--- src/rtl/nandsp_pkg.sv ---
// Shared codes and mode type for the small-page NAND front end.
// Assumes an 8-bit command bus; command values are fixed by the device protocol.
package nandsp_pkg;

    typedef enum logic [2:0] {
        OP_READ   = 3'd0,
        OP_ID     = 3'd1,
        OP_PROG   = 3'd2,
        OP_PROGC  = 3'd3,
        OP_ERASE  = 3'd4,
        OP_ERASEC = 3'd5,
        OP_STATUS = 3'd6
    } op_e;

    localparam logic [7:0] C_READ    = 8'h00;
    localparam logic [7:0] C_READ_HI = 8'h01;
    localparam logic [7:0] C_READ_SP = 8'h50;
    localparam logic [7:0] C_IDENT   = 8'h90;
    localparam logic [7:0] C_RESET   = 8'hFF;
    localparam logic [7:0] C_PSET    = 8'h80;
    localparam logic [7:0] C_PGO     = 8'h10;
    localparam logic [7:0] C_ESET    = 8'h60;
    localparam logic [7:0] C_EGO     = 8'hD0;
    localparam logic [7:0] C_STAT    = 8'h70;

    localparam logic [7:0] ID_TAIL   = 8'hC0;
    localparam int         ID_LEN    = 4;

endpackage

--- src/rtl/nandsp_addr_asm.sv ---
// Address assembler: places each address byte into its byte lane and counts cycles.
// Assumes: a command byte restarts the count; bytes beyond ADDR_BYTES are dropped;
// with BUS16 set, the register shifts left by one on the second cycle (word to byte column).
module nandsp_addr_asm #(
    parameter int ADDR_BYTES = 4,
    parameter int BUS16      = 0
) (
    input  logic                                clk,
    input  logic                                rst_n,
    input  logic                                soft_clr,
    input  logic                                cmd_take,
    input  logic                                byte_take,
    input  logic [7:0]                          din,
    output logic [ADDR_BYTES*8-1:0]             addr_nx,
    output logic                                cyc_hit,
    output logic [$clog2(ADDR_BYTES+2)-1:0]     cyc_idx
);
    localparam int AW      = ADDR_BYTES * 8;
    localparam int CNT_W   = $clog2(ADDR_BYTES + 2);
    localparam int CNT_MAX = ADDR_BYTES + 1;

    logic [AW-1:0]    addr_q;
    logic [CNT_W-1:0] cnt_q, base_cnt, cnt_nx;

    // Next address and cycle index for this strobe.
    always_comb begin
        base_cnt = cmd_take ? '0 : cnt_q;
        addr_nx  = addr_q;
        cyc_hit  = 1'b0;
        cyc_idx  = base_cnt;
        cnt_nx   = base_cnt;
        if (soft_clr) begin
            addr_nx = '0;
            cnt_nx  = '0;
        end else if (byte_take) begin
            cyc_hit = 1'b1;
            if (int'(base_cnt) < ADDR_BYTES)
                addr_nx[8*int'(base_cnt) +: 8] = din;
            if (int'(base_cnt) < CNT_MAX)
                cyc_idx = base_cnt + CNT_W'(1);
            cnt_nx = cyc_idx;
            if (cyc_idx == CNT_W'(2))
                addr_nx = addr_nx << BUS16;
        end
    end

    // Hold address and cycle count.
    always_ff @(posedge clk) begin
        if (!rst_n) begin
            addr_q <= '0;
            cnt_q  <= '0;
        end else begin
            addr_q <= addr_nx;
            cnt_q  <= cnt_nx;
        end
    end

endmodule

--- src/rtl/nandsp_cmd_dec.sv ---
// Command decoder: tracks the mode, the one-shot column offset and the program window,
// and issues load, program and erase requests.
// Assumes small-page timing: operations open on the third address cycle; PAGE_BYTES >= 256.
module nandsp_cmd_dec
    import nandsp_pkg::*;
#(
    parameter int PAGE_BYTES = 512,
    parameter int ADDR_BYTES = 4
) (
    input  logic                                          clk,
    input  logic                                          rst_n,
    input  logic                                          we_stb,
    input  logic                                          ce_n,
    input  logic                                          cle,
    input  logic                                          ale,
    input  logic                                          wp_n,
    input  logic                                          gnd,
    input  logic [7:0]                                    din,
    input  logic [ADDR_BYTES*8-1:0]                       addr_nx,
    input  logic                                          cyc_hit,
    input  logic [$clog2(ADDR_BYTES+2)-1:0]               cyc_idx,
    output logic                                          cmd_take,
    output logic                                          soft_clr,
    output op_e                                           op_q,
    output logic                                          id_start,
    output logic                                          len_load,
    output logic [$clog2(PAGE_BYTES+(PAGE_BYTES>>5)+1)-1:0] len_val,
    output logic                                          load_req,
    output logic [ADDR_BYTES*8-1:0]                       load_addr,
    output logic [$clog2(PAGE_BYTES+(PAGE_BYTES>>5)+1):0] load_col,
    output logic                                          prog_req,
    output logic [ADDR_BYTES*8-1:0]                       prog_addr,
    output logic                                          erase_req,
    output logic [ADDR_BYTES*8-1:0]                       erase_addr,
    output logic                                          wr_push,
    output logic [7:0]                                    wr_data
);
    localparam int SPARE = PAGE_BYTES >> 5;
    localparam int FULL  = PAGE_BYTES + SPARE;
    localparam int LEN_W = $clog2(FULL + 1);
    localparam int COL_W = LEN_W + 1;
    localparam int CNT_W = $clog2(ADDR_BYTES + 2);

    logic             known, start_hit, data_take;
    op_e              new_op, op_eff;
    logic [COL_W-1:0] off_q, col_sum, lim;
    logic             armed_q;
    logic [LEN_W-1:0] wcnt_q;

    // Recognise command codes and map them to a mode.
    always_comb begin
        known  = 1'b1;
        new_op = op_q;
        case (din)
            C_READ, C_READ_HI, C_READ_SP, C_RESET: new_op = OP_READ;
            C_IDENT: new_op = OP_ID;
            C_PSET:  new_op = OP_PROG;
            C_PGO:   new_op = OP_PROGC;
            C_ESET:  new_op = OP_ERASE;
            C_EGO:   new_op = OP_ERASEC;
            C_STAT:  new_op = OP_STATUS;
            default: known  = 1'b0;
        endcase
    end

    // Strobe qualification and start decisions.
    always_comb begin
        cmd_take  = we_stb && !ce_n && cle;
        soft_clr  = cmd_take && (din == C_RESET);
        op_eff    = (cmd_take && known) ? new_op : op_q;
        start_hit = cyc_hit && (cyc_idx == CNT_W'(3));
        id_start  = cyc_hit && (cyc_idx == CNT_W'(1)) && (op_eff == OP_ID);
        data_take = we_stb && !ce_n && !cle && !ale && (op_q == OP_PROG)
                    && armed_q && (int'(wcnt_q) < FULL);
        col_sum   = COL_W'(addr_nx[7:0]) + off_q;
        lim       = gnd ? COL_W'(PAGE_BYTES) : COL_W'(FULL);
        len_load  = start_hit && (op_eff == OP_READ);
        len_val   = (col_sum < lim) ? LEN_W'(lim - col_sum) : '0;
    end

    // Mode, offset, program window and request pulses.
    always_ff @(posedge clk) begin
        if (!rst_n) begin
            op_q       <= OP_READ;
            off_q      <= '0;
            armed_q    <= 1'b0;
            wcnt_q     <= '0;
            load_req   <= 1'b0;
            load_addr  <= '0;
            load_col   <= '0;
            prog_req   <= 1'b0;
            prog_addr  <= '0;
            erase_req  <= 1'b0;
            erase_addr <= '0;
            wr_push    <= 1'b0;
            wr_data    <= '0;
        end else begin
            load_req  <= 1'b0;
            prog_req  <= 1'b0;
            erase_req <= 1'b0;
            wr_push   <= 1'b0;
            if (cmd_take && known) begin
                op_q <= new_op;
                case (din)
                    C_READ:    off_q <= '0;
                    C_READ_HI: off_q <= COL_W'(256);
                    C_READ_SP: off_q <= COL_W'(PAGE_BYTES);
                    C_RESET: begin
                        off_q   <= '0;
                        armed_q <= 1'b0;
                        wcnt_q  <= '0;
                    end
                    C_PSET: begin
                        armed_q <= 1'b0;
                        wcnt_q  <= '0;
                    end
                    C_PGO: begin
                        armed_q <= 1'b0;
                        if (wp_n) begin
                            prog_req  <= 1'b1;
                            prog_addr <= addr_nx;
                        end
                    end
                    C_EGO: begin
                        if (wp_n) begin
                            erase_req  <= 1'b1;
                            erase_addr <= addr_nx << 8;
                        end
                    end
                    default: ;
                endcase
            end
            if (start_hit && (op_eff == OP_READ)) begin
                load_req  <= 1'b1;
                load_addr <= addr_nx;
                load_col  <= col_sum;
                off_q     <= '0;
            end
            if (start_hit && (op_eff == OP_PROG)) begin
                armed_q <= 1'b1;
                wcnt_q  <= '0;
            end
            if (data_take) begin
                wr_push <= 1'b1;
                wr_data <= din;
                wcnt_q  <= wcnt_q + LEN_W'(1);
            end
        end
    end

endmodule

--- src/rtl/nandsp_rd_path.sv ---
// Read data path: picks the byte for each read strobe from status, the ID stream or the array.
// Assumes the read counter is loaded by the decoder at page-load time; status bits 6..0 idle at 0.
module nandsp_rd_path
    import nandsp_pkg::*;
#(
    parameter logic [7:0] MANF_ID = 8'hEC,
    parameter logic [7:0] DEV_ID  = 8'h75,
    parameter logic [7:0] FILL_ID = 8'hA5,
    parameter int         LEN_W   = 10
) (
    input  logic             clk,
    input  logic             rst_n,
    input  logic             re_stb,
    input  logic             ce_n,
    input  logic             wp_n,
    input  op_e              op,
    input  logic             cmd_take,
    input  logic             soft_clr,
    input  logic             id_start,
    input  logic             len_load,
    input  logic [LEN_W-1:0] len_val,
    input  logic [7:0]       arr_rdata,
    output logic [7:0]       io_out,
    output logic             arr_pop
);
    localparam int IDX_W = $clog2(ID_LEN + 1);

    logic [7:0]       stat_q;
    logic [LEN_W-1:0] rem_q;
    logic [IDX_W-1:0] idx_q;
    logic             id_live_q;
    logic [7:0]       id_byte;

    // Select the identification byte at the current index.
    always_comb begin
        case (idx_q)
            IDX_W'(0): id_byte = MANF_ID;
            IDX_W'(1): id_byte = DEV_ID;
            IDX_W'(2): id_byte = FILL_ID;
            default:   id_byte = ID_TAIL;
        endcase
    end

    // Array consume handshake for reads in read mode.
    always_comb arr_pop = re_stb && !ce_n && (op == OP_READ) && (rem_q != '0);

    // Status register: bit 7 mirrors the protect pin.
    always_ff @(posedge clk) begin
        if (!rst_n) stat_q <= 8'h00;
        else        stat_q <= {wp_n, soft_clr ? 7'd0 : stat_q[6:0]};
    end

    // Read counter, ID pointer and output byte.
    always_ff @(posedge clk) begin
        if (!rst_n) begin
            rem_q     <= '0;
            idx_q     <= '0;
            id_live_q <= 1'b0;
            io_out    <= 8'h00;
        end else begin
            if (re_stb) begin
                if (ce_n) begin
                    io_out <= 8'h00;
                end else begin
                    case (op)
                        OP_STATUS: io_out <= stat_q;
                        OP_ID: begin
                            if (id_live_q && (int'(idx_q) < ID_LEN)) begin
                                io_out <= id_byte;
                                idx_q  <= idx_q + IDX_W'(1);
                            end else begin
                                io_out <= 8'h00;
                            end
                        end
                        OP_READ: begin
                            if (rem_q != '0) begin
                                io_out <= arr_rdata;
                                rem_q  <= rem_q - LEN_W'(1);
                            end else begin
                                io_out <= 8'h00;
                            end
                        end
                        default: io_out <= 8'h00;
                    endcase
                end
            end
            if (cmd_take) id_live_q <= 1'b0;
            if (id_start) begin
                id_live_q <= 1'b1;
                idx_q     <= '0;
            end
            if (len_load) rem_q <= len_val;
            if (soft_clr) rem_q <= '0;
        end
    end

endmodule

--- src/rtl/nandsp_front.sv ---
// Top of the small-page NAND front end: pin sampling, command decode, address
// assembly and read data selection. Assumes one-cycle strobes in the clk domain.
module nandsp_front
    import nandsp_pkg::*;
#(
    parameter logic [7:0] MANF_ID    = 8'hEC,
    parameter logic [7:0] DEV_ID     = 8'h75,
    parameter logic [7:0] FILL_ID    = 8'hA5,
    parameter int         PAGE_BYTES = 512,
    parameter int         ADDR_BYTES = 4,
    parameter int         BUS16      = 0
) (
    input  logic                                          clk,
    input  logic                                          rst_n,
    input  logic                                          we_stb,
    input  logic                                          re_stb,
    input  logic                                          ce_n,
    input  logic                                          cle,
    input  logic                                          ale,
    input  logic                                          wp_n,
    input  logic                                          gnd,
    input  logic [7:0]                                    io_in,
    output logic [7:0]                                    io_out,
    output logic                                          rb_n,
    output logic                                          load_req,
    output logic [ADDR_BYTES*8-1:0]                       load_addr,
    output logic [$clog2(PAGE_BYTES+(PAGE_BYTES>>5)+1):0] load_col,
    input  logic [7:0]                                    arr_rdata,
    output logic                                          arr_pop,
    output logic                                          wr_push,
    output logic [7:0]                                    wr_data,
    output logic                                          prog_req,
    output logic [ADDR_BYTES*8-1:0]                       prog_addr,
    output logic                                          erase_req,
    output logic [ADDR_BYTES*8-1:0]                       erase_addr
);
    localparam int LEN_W = $clog2(PAGE_BYTES + (PAGE_BYTES >> 5) + 1);
    localparam int CNT_W = $clog2(ADDR_BYTES + 2);

    logic                   cmd_take, soft_clr, id_start, len_load, cyc_hit;
    logic [ADDR_BYTES*8-1:0] addr_nx;
    logic [CNT_W-1:0]       cyc_idx;
    logic [LEN_W-1:0]       len_val;
    op_e                    op_q;

    // The model never goes busy.
    assign rb_n = 1'b1;

    nandsp_addr_asm #(
        .ADDR_BYTES (ADDR_BYTES),
        .BUS16      (BUS16)
    ) addr_i (
        .clk       (clk),
        .rst_n     (rst_n),
        .soft_clr  (soft_clr),
        .cmd_take  (cmd_take),
        .byte_take (we_stb && ale),
        .din       (io_in),
        .addr_nx   (addr_nx),
        .cyc_hit   (cyc_hit),
        .cyc_idx   (cyc_idx)
    );

    nandsp_cmd_dec #(
        .PAGE_BYTES (PAGE_BYTES),
        .ADDR_BYTES (ADDR_BYTES)
    ) dec_i (
        .clk        (clk),
        .rst_n      (rst_n),
        .we_stb     (we_stb),
        .ce_n       (ce_n),
        .cle        (cle),
        .ale        (ale),
        .wp_n       (wp_n),
        .gnd        (gnd),
        .din        (io_in),
        .addr_nx    (addr_nx),
        .cyc_hit    (cyc_hit),
        .cyc_idx    (cyc_idx),
        .cmd_take   (cmd_take),
        .soft_clr   (soft_clr),
        .op_q       (op_q),
        .id_start   (id_start),
        .len_load   (len_load),
        .len_val    (len_val),
        .load_req   (load_req),
        .load_addr  (load_addr),
        .load_col   (load_col),
        .prog_req   (prog_req),
        .prog_addr  (prog_addr),
        .erase_req  (erase_req),
        .erase_addr (erase_addr),
        .wr_push    (wr_push),
        .wr_data    (wr_data)
    );

    nandsp_rd_path #(
        .MANF_ID (MANF_ID),
        .DEV_ID  (DEV_ID),
        .FILL_ID (FILL_ID),
        .LEN_W   (LEN_W)
    ) rd_i (
        .clk       (clk),
        .rst_n     (rst_n),
        .re_stb    (re_stb),
        .ce_n      (ce_n),
        .wp_n      (wp_n),
        .op        (op_q),
        .cmd_take  (cmd_take),
        .soft_clr  (soft_clr),
        .id_start  (id_start),
        .len_load  (len_load),
        .len_val   (len_val),
        .arr_rdata (arr_rdata),
        .io_out    (io_out),
        .arr_pop   (arr_pop)
    );

endmodule

--- config.mk ---
export PLATFORM = sky130hd
export DESIGN_NAME = nandsp_front
export DESIGN_NICKNAME = d
export VERILOG_FILES = /design/src/rtl/nandsp_pkg.sv /design/src/rtl/nandsp_addr_asm.sv /design/src/rtl/nandsp_cmd_dec.sv /design/src/rtl/nandsp_rd_path.sv /design/src/rtl/nandsp_front.sv
export SDC_FILE = /design/constraint.sdc
export NUM_CORES = 1
export LEC_CHECK = 0
export BUFFER_PORTS_ARGS = -buffer_cell sky130_fd_sc_hd__buf_4
export CORE_ASPECT_RATIO = 2
export CORE_MARGIN = 3
export CORE_UTILIZATION = 45
export CTS_BUF_LIST = sky130_fd_sc_hd__clkbuf_2
export DETAILED_ROUTE_END_ITERATION = 8
export PLACE_DENSITY = 0.75
export SLEW_MARGIN = 25
export SYNTH_ARGS = -nofsm -noshare
export SYNTH_HDL_FRONTEND = slang
export SYNTH_SLANG_ARGS = --single-unit
--- constraint.sdc ---
create_clock -name clk -period 4.74 [get_ports clk]
set_clock_uncertainty 0.2 [all_clocks]
set_input_delay 0.237 -clock clk [delete_from_list [all_inputs] [get_ports clk]]
set_output_delay 0.237 -clock clk [all_outputs]
set_load 0.1 [all_outputs]
==> metrics.md <==
| Metric | Value |
|---|---|
| Status | complete, no violations |
| Cell count after synthesis | 970 |
| Port Buffer Count | 143 |
| Vias in the first global route | 7248 |
| Worst path cell trace | nand2_1 > ha_1 > ha_1 > nor2_1 > o2111a_1 > nand2_1 > nand2_1 > a21oi_1 > inv_1 > ha_1 > inv_1 > o41ai_1 > or3b_4 > o22ai_1 |
| Worst setup margin | 829 ps |
| Share of layout cells above drive strength 1 | a little under a fifth |
| Nets | 1149 |
| Startpoint types | flip-flop |
| Antenna violations before repair | 1 |
| Max Cap Viol | 0 |
| First-pass GRT wire length | 36.2 mm |
| Final RePlAce weighted congestion | 0.887 |
| CP required | 5230 ps |
| Hold Crit Class | primary input to flip-flop |
| Die Y | 193 um |
| Maximum vdd drop | 0.282 mV |
| Mapped cell area | between 7000 and 8000 um^2 |
| Reg2Reg Launch Point | addr_i.cnt_q[0] |
| CTS max path bufs | 2 |
| Worst slew margin | 32.0% |
| Clock network power share | 30.7% |
| DR WL met3 | between 1 and 1.5 mm |
| CTS tree | done |
| Final WL | 22.6 mm |
| Vias per cell | 5.53 |
| Sum of negative setup slack | 0 ps |
| DP Worst Slack | 907 ps |
| TritonCTS Sinks | 176 |
| Slew Viols, Final | 0 |
| Register area | approximately 3500 um^2 |
| Clk slew on worst S/H paths | around 260 ps |
| CP Capture Point | rd_i.rem_q[5] |
| Die X-Extent | 99.6 um |
| Critical path class | flip-flop to flip-flop |
| Switching pwr | slightly below 1 mW |
| Antenna Violating Nets Remaining | 0 |
| Largest net degree at the start of global routing | 55 |
| Pleak | 4.20 nW |
| Crit-path max FO | 11 |
| Core Area | approximately 17000 um^2 |
| DRC | 0 |
| Area delta synth->final | 23.5% |
| Yosys top cell by area | dfxtp_1 |
| Comb pwr share | 19.9% |
| Slack of the worst reg-to-reg path | 830 ps |
| Wire per inst | 17.0 um |
| Clock Latency Late Sink | 740 ps |
| Synthesis Warnings | 0 |
| Fin Hold WS | 164 ps |
| Cells taking the most area after synthesis | dfxtp_1 (45%), nand2_1 (8.0%), mux2i_1 (7.7%), a21oi_1 (6.4%), nor2_1 (5.2%) |
| Main synth FF type | dfxtp_1 |
| Ports | 154 |
| Routed wl met2 | 12.1 mm |
| Mean area per synthesized cell | around 8.1 um^2 |
| Reg-to-Reg End | rd_i.rem_q[5] |
| CP max stage delay | approximately 600 ps |
| Reg power frac | 49.4% |
| P_int | between 2 and 2.5 mW |
| Crit. End Element | flip-flop |
| Hold Fails Final Rpt | 0 |
| Crit path DAT | about 4400 ps |
| Count of state elements after synthesis | 176 |
| Post_cts resized | 0 |
| Fill count | about 1600 |
| 1st-iter DRT viols | 451 |
| Sw frac | 31.5% |
| Top Layer Used | met4 |
| CTS H-Tree Depth | 4 |
| FFs w/ async S/R, synth | 0% |
| Seq/Total Area, Yosys | approximately 45% |
| Placement-stage cell area | between 8000 and 9000 um^2 |
| Unrepaired setup endpoints after global routing | false |
| CTS buffer count | 17 |
| Initial cell density of the core | 46.4% |
| Die area | 19300 um^2 |
| Top-area cell type share of the netlist area | 44.6% |
| Tot GR Track Use | between 20% and 30% |
| Post-synth EDFFs | 0 |
| R2R depth | 14 |
| Post-route cell area | 9740 um^2 |
| Post-route minimum period | 3910 ps |
| Global route overflow | 0 |
| # rows | 67 |
| Critical Path Start | addr_i.cnt_q[0] |
| M1 WL | 8.33 mm |
| Pwr/cell area | roughly 320 nW/um^2 |
| Final setup viols | 0 |
| Clock root cell | clkbuf_2 |
| F_max | approximately 260 MHz |
| Slowest CP cell | dfxtp_1 |
| Distinct cells, synth | between 60 and 70 |
| Dpl hpwl | 15.7 mm |
| Multi-input combinational cell area | 3960 um^2 |
| DR vias | about 7400 |
| Worst slew pin tran | 1020 ps |
| Drt pass-1 iters | 5 |
| Tcrit/Tclk final | between 80 and 90% |
-- repair_timing --
item                                    CTS  global route
endpoints found under the setup margin    0             0
setup buffers                             0             0
hold endpoints to repair                168             0
hold buffers                             45             0
-- through the flow --
stage / cells / total power [mW] / utilization, %
finish: 1333 / 3.14 / 57.3
global route: 1333 / 3.28 / 57.3
CTS: 1332 / 3.14 / 57.2
detailed placement: 1256 / 2.14 / 52.7
global placement: 1256 / 2.14 / 52.7
floorplan: 978 / 2.01 / -
-- cells in the final DEF (no fill, tap or decap), types with 3 or more instances in the layout --
master         Yosys  layout
a22oi_1            3       3
xnor2_1            6       6
mux2i_1           61      61
a21oi_1          101     101
a211oi_1           7       7
nand3_1           21      21
ha_1              11      11
dfxtp_1          176     176
buf_4             18     154
nand2_1          168     168
and3_1             4       4
bufinv_16          0       5
nor2_1           110     110
and4_1             5       5
and2_1             9       9
nand4_1           11      11
or4_1              6       6
nand2b_1           8       8
o211ai_1           3       3
nand3b_1           4       4
dlygate4sd3_1      0      45
nor4_1             9       9
a31o_2             4       4
o2111ai_1          3       3
conb_1             2      10
nor4b_1            3       3
inv_1             18      17
clkbuf_2           0      17
a31oi_1            9       9
xor2_1             8       8
o22ai_1            4       4
nor3_1            35      34
clkinvlp_4         0       3
or2_2              6       6
nor2b_1           10      10
o21ai_0           22      22
-- sequential cells by signal, indices dropped and copies added, names as in the netlist, 2 cells and up --
name / cells
dec_i.op_q: 3
rd_i.io_out: 8
dec_i.load_col: 2
addr_i.addr_q: 32
dec_i.load_addr: 32
dec_i.wcnt_q: 10
dec_i.prog_addr: 32
rd_i.rem_q: 10
rd_i.idx_q: 3
dec_i.off_q: 2
dec_i.erase_addr: 24
addr_i.cnt_q: 3
dec_i.wr_data: 8
-- logic make-up (layout without fill, tap and decap cells) --
kind of cell	Yosys count	after routing	share of synthesized area, %
compound gates	182	182	13.7
xor+xnor	14	14	1.55
fa+ha+maj	11	11	1.74
buf+inv	102	249	5.90
flops	176	176	44.6
mux	62	62	7.88
other cells	2	11	0.0952
simple gates	421	421	24.5
-- synthesized netlist by cell type (5+ instances only) --
cell type    n
dfxtp_1    176
nand2_1    168
nor2_1     110
a21oi_1    101
mux2i_1     61
clkbuf_1    55
nor3_1      35
o21ai_0     22
nand3_1     21
buf_4       18
inv_1       18
ha_1        11
nand4_1     11
nor2b_1     10
a31oi_1      9
and2_1       9
nor4_1       9
nand2b_1     8
xor2_1       8
a211oi_1     7
buf_2        6
or2_2        6
or4_1        6
xnor2_1      6
and4_1       5
-- critical path, delay by kind of cell, from the launching register on --
kind | cells | cell delay [ps]
buf+inv | 2 | 200
fa+ha+maj | 3 | 730
simple gates | 5 | 1150
compound gates | 4 | 970
flops | 1 | 600
-- power by group through the flow --
| stage | clock [mW] | sequential (mW) | combinational [mW] |
|---|---|---|---|
| floorplan | 0 | 1.64 | 0.378 |
| global placement | 0 | 1.58 | 0.558 |
| detailed placement | 0 | 1.58 | 0.561 |
| CTS | 0.982 | 1.55 | 0.601 |
| global route | 1.04 | 1.56 | 0.679 |
| finish | 0.963 | 1.55 | 0.625 |
-- how the worst min path moves through the flow --
stage	from	to	slack, ps	cells past startpoint
after floorplan	wp_n	rd_i.stat_q[7]	160	1
after global placement	dec_i.erase_addr[9]	dec_i.erase_addr[9]	240	2
after detailed placement	dec_i.erase_addr[19]	dec_i.erase_addr[19]	240	2
after CTS	io_in[4]	dec_i.wr_data[4]	90	4
after global routing	rst_n	dec_i.wcnt_q[0]	80	3
final	rst_n	dec_i.wcnt_q[0]	160	3
-- layer usage --
metal | vias to the layer above | GRT usage, %
met5 | - | 0
met4 | 0 | 12.9
met3 | 70 | 4.51
met2 | 248 | 42.3
met1 | 3461 | 24.7
li1 | 3590 | -
-- cell type report --
cell class / count / share of cell area, %
well taps: 207 / 2.66
diodes: 1 / 0.0257
repair buffers: 199 / 16.5
clock inverters: 14 / 2.36
inverters: 19 / 0.758
flip-flops and latches: 176 / 36.2
multi-input cells: 700 / 40.7
clock buffers: 17 / 0.873
(Power assumes the default switching activity.)
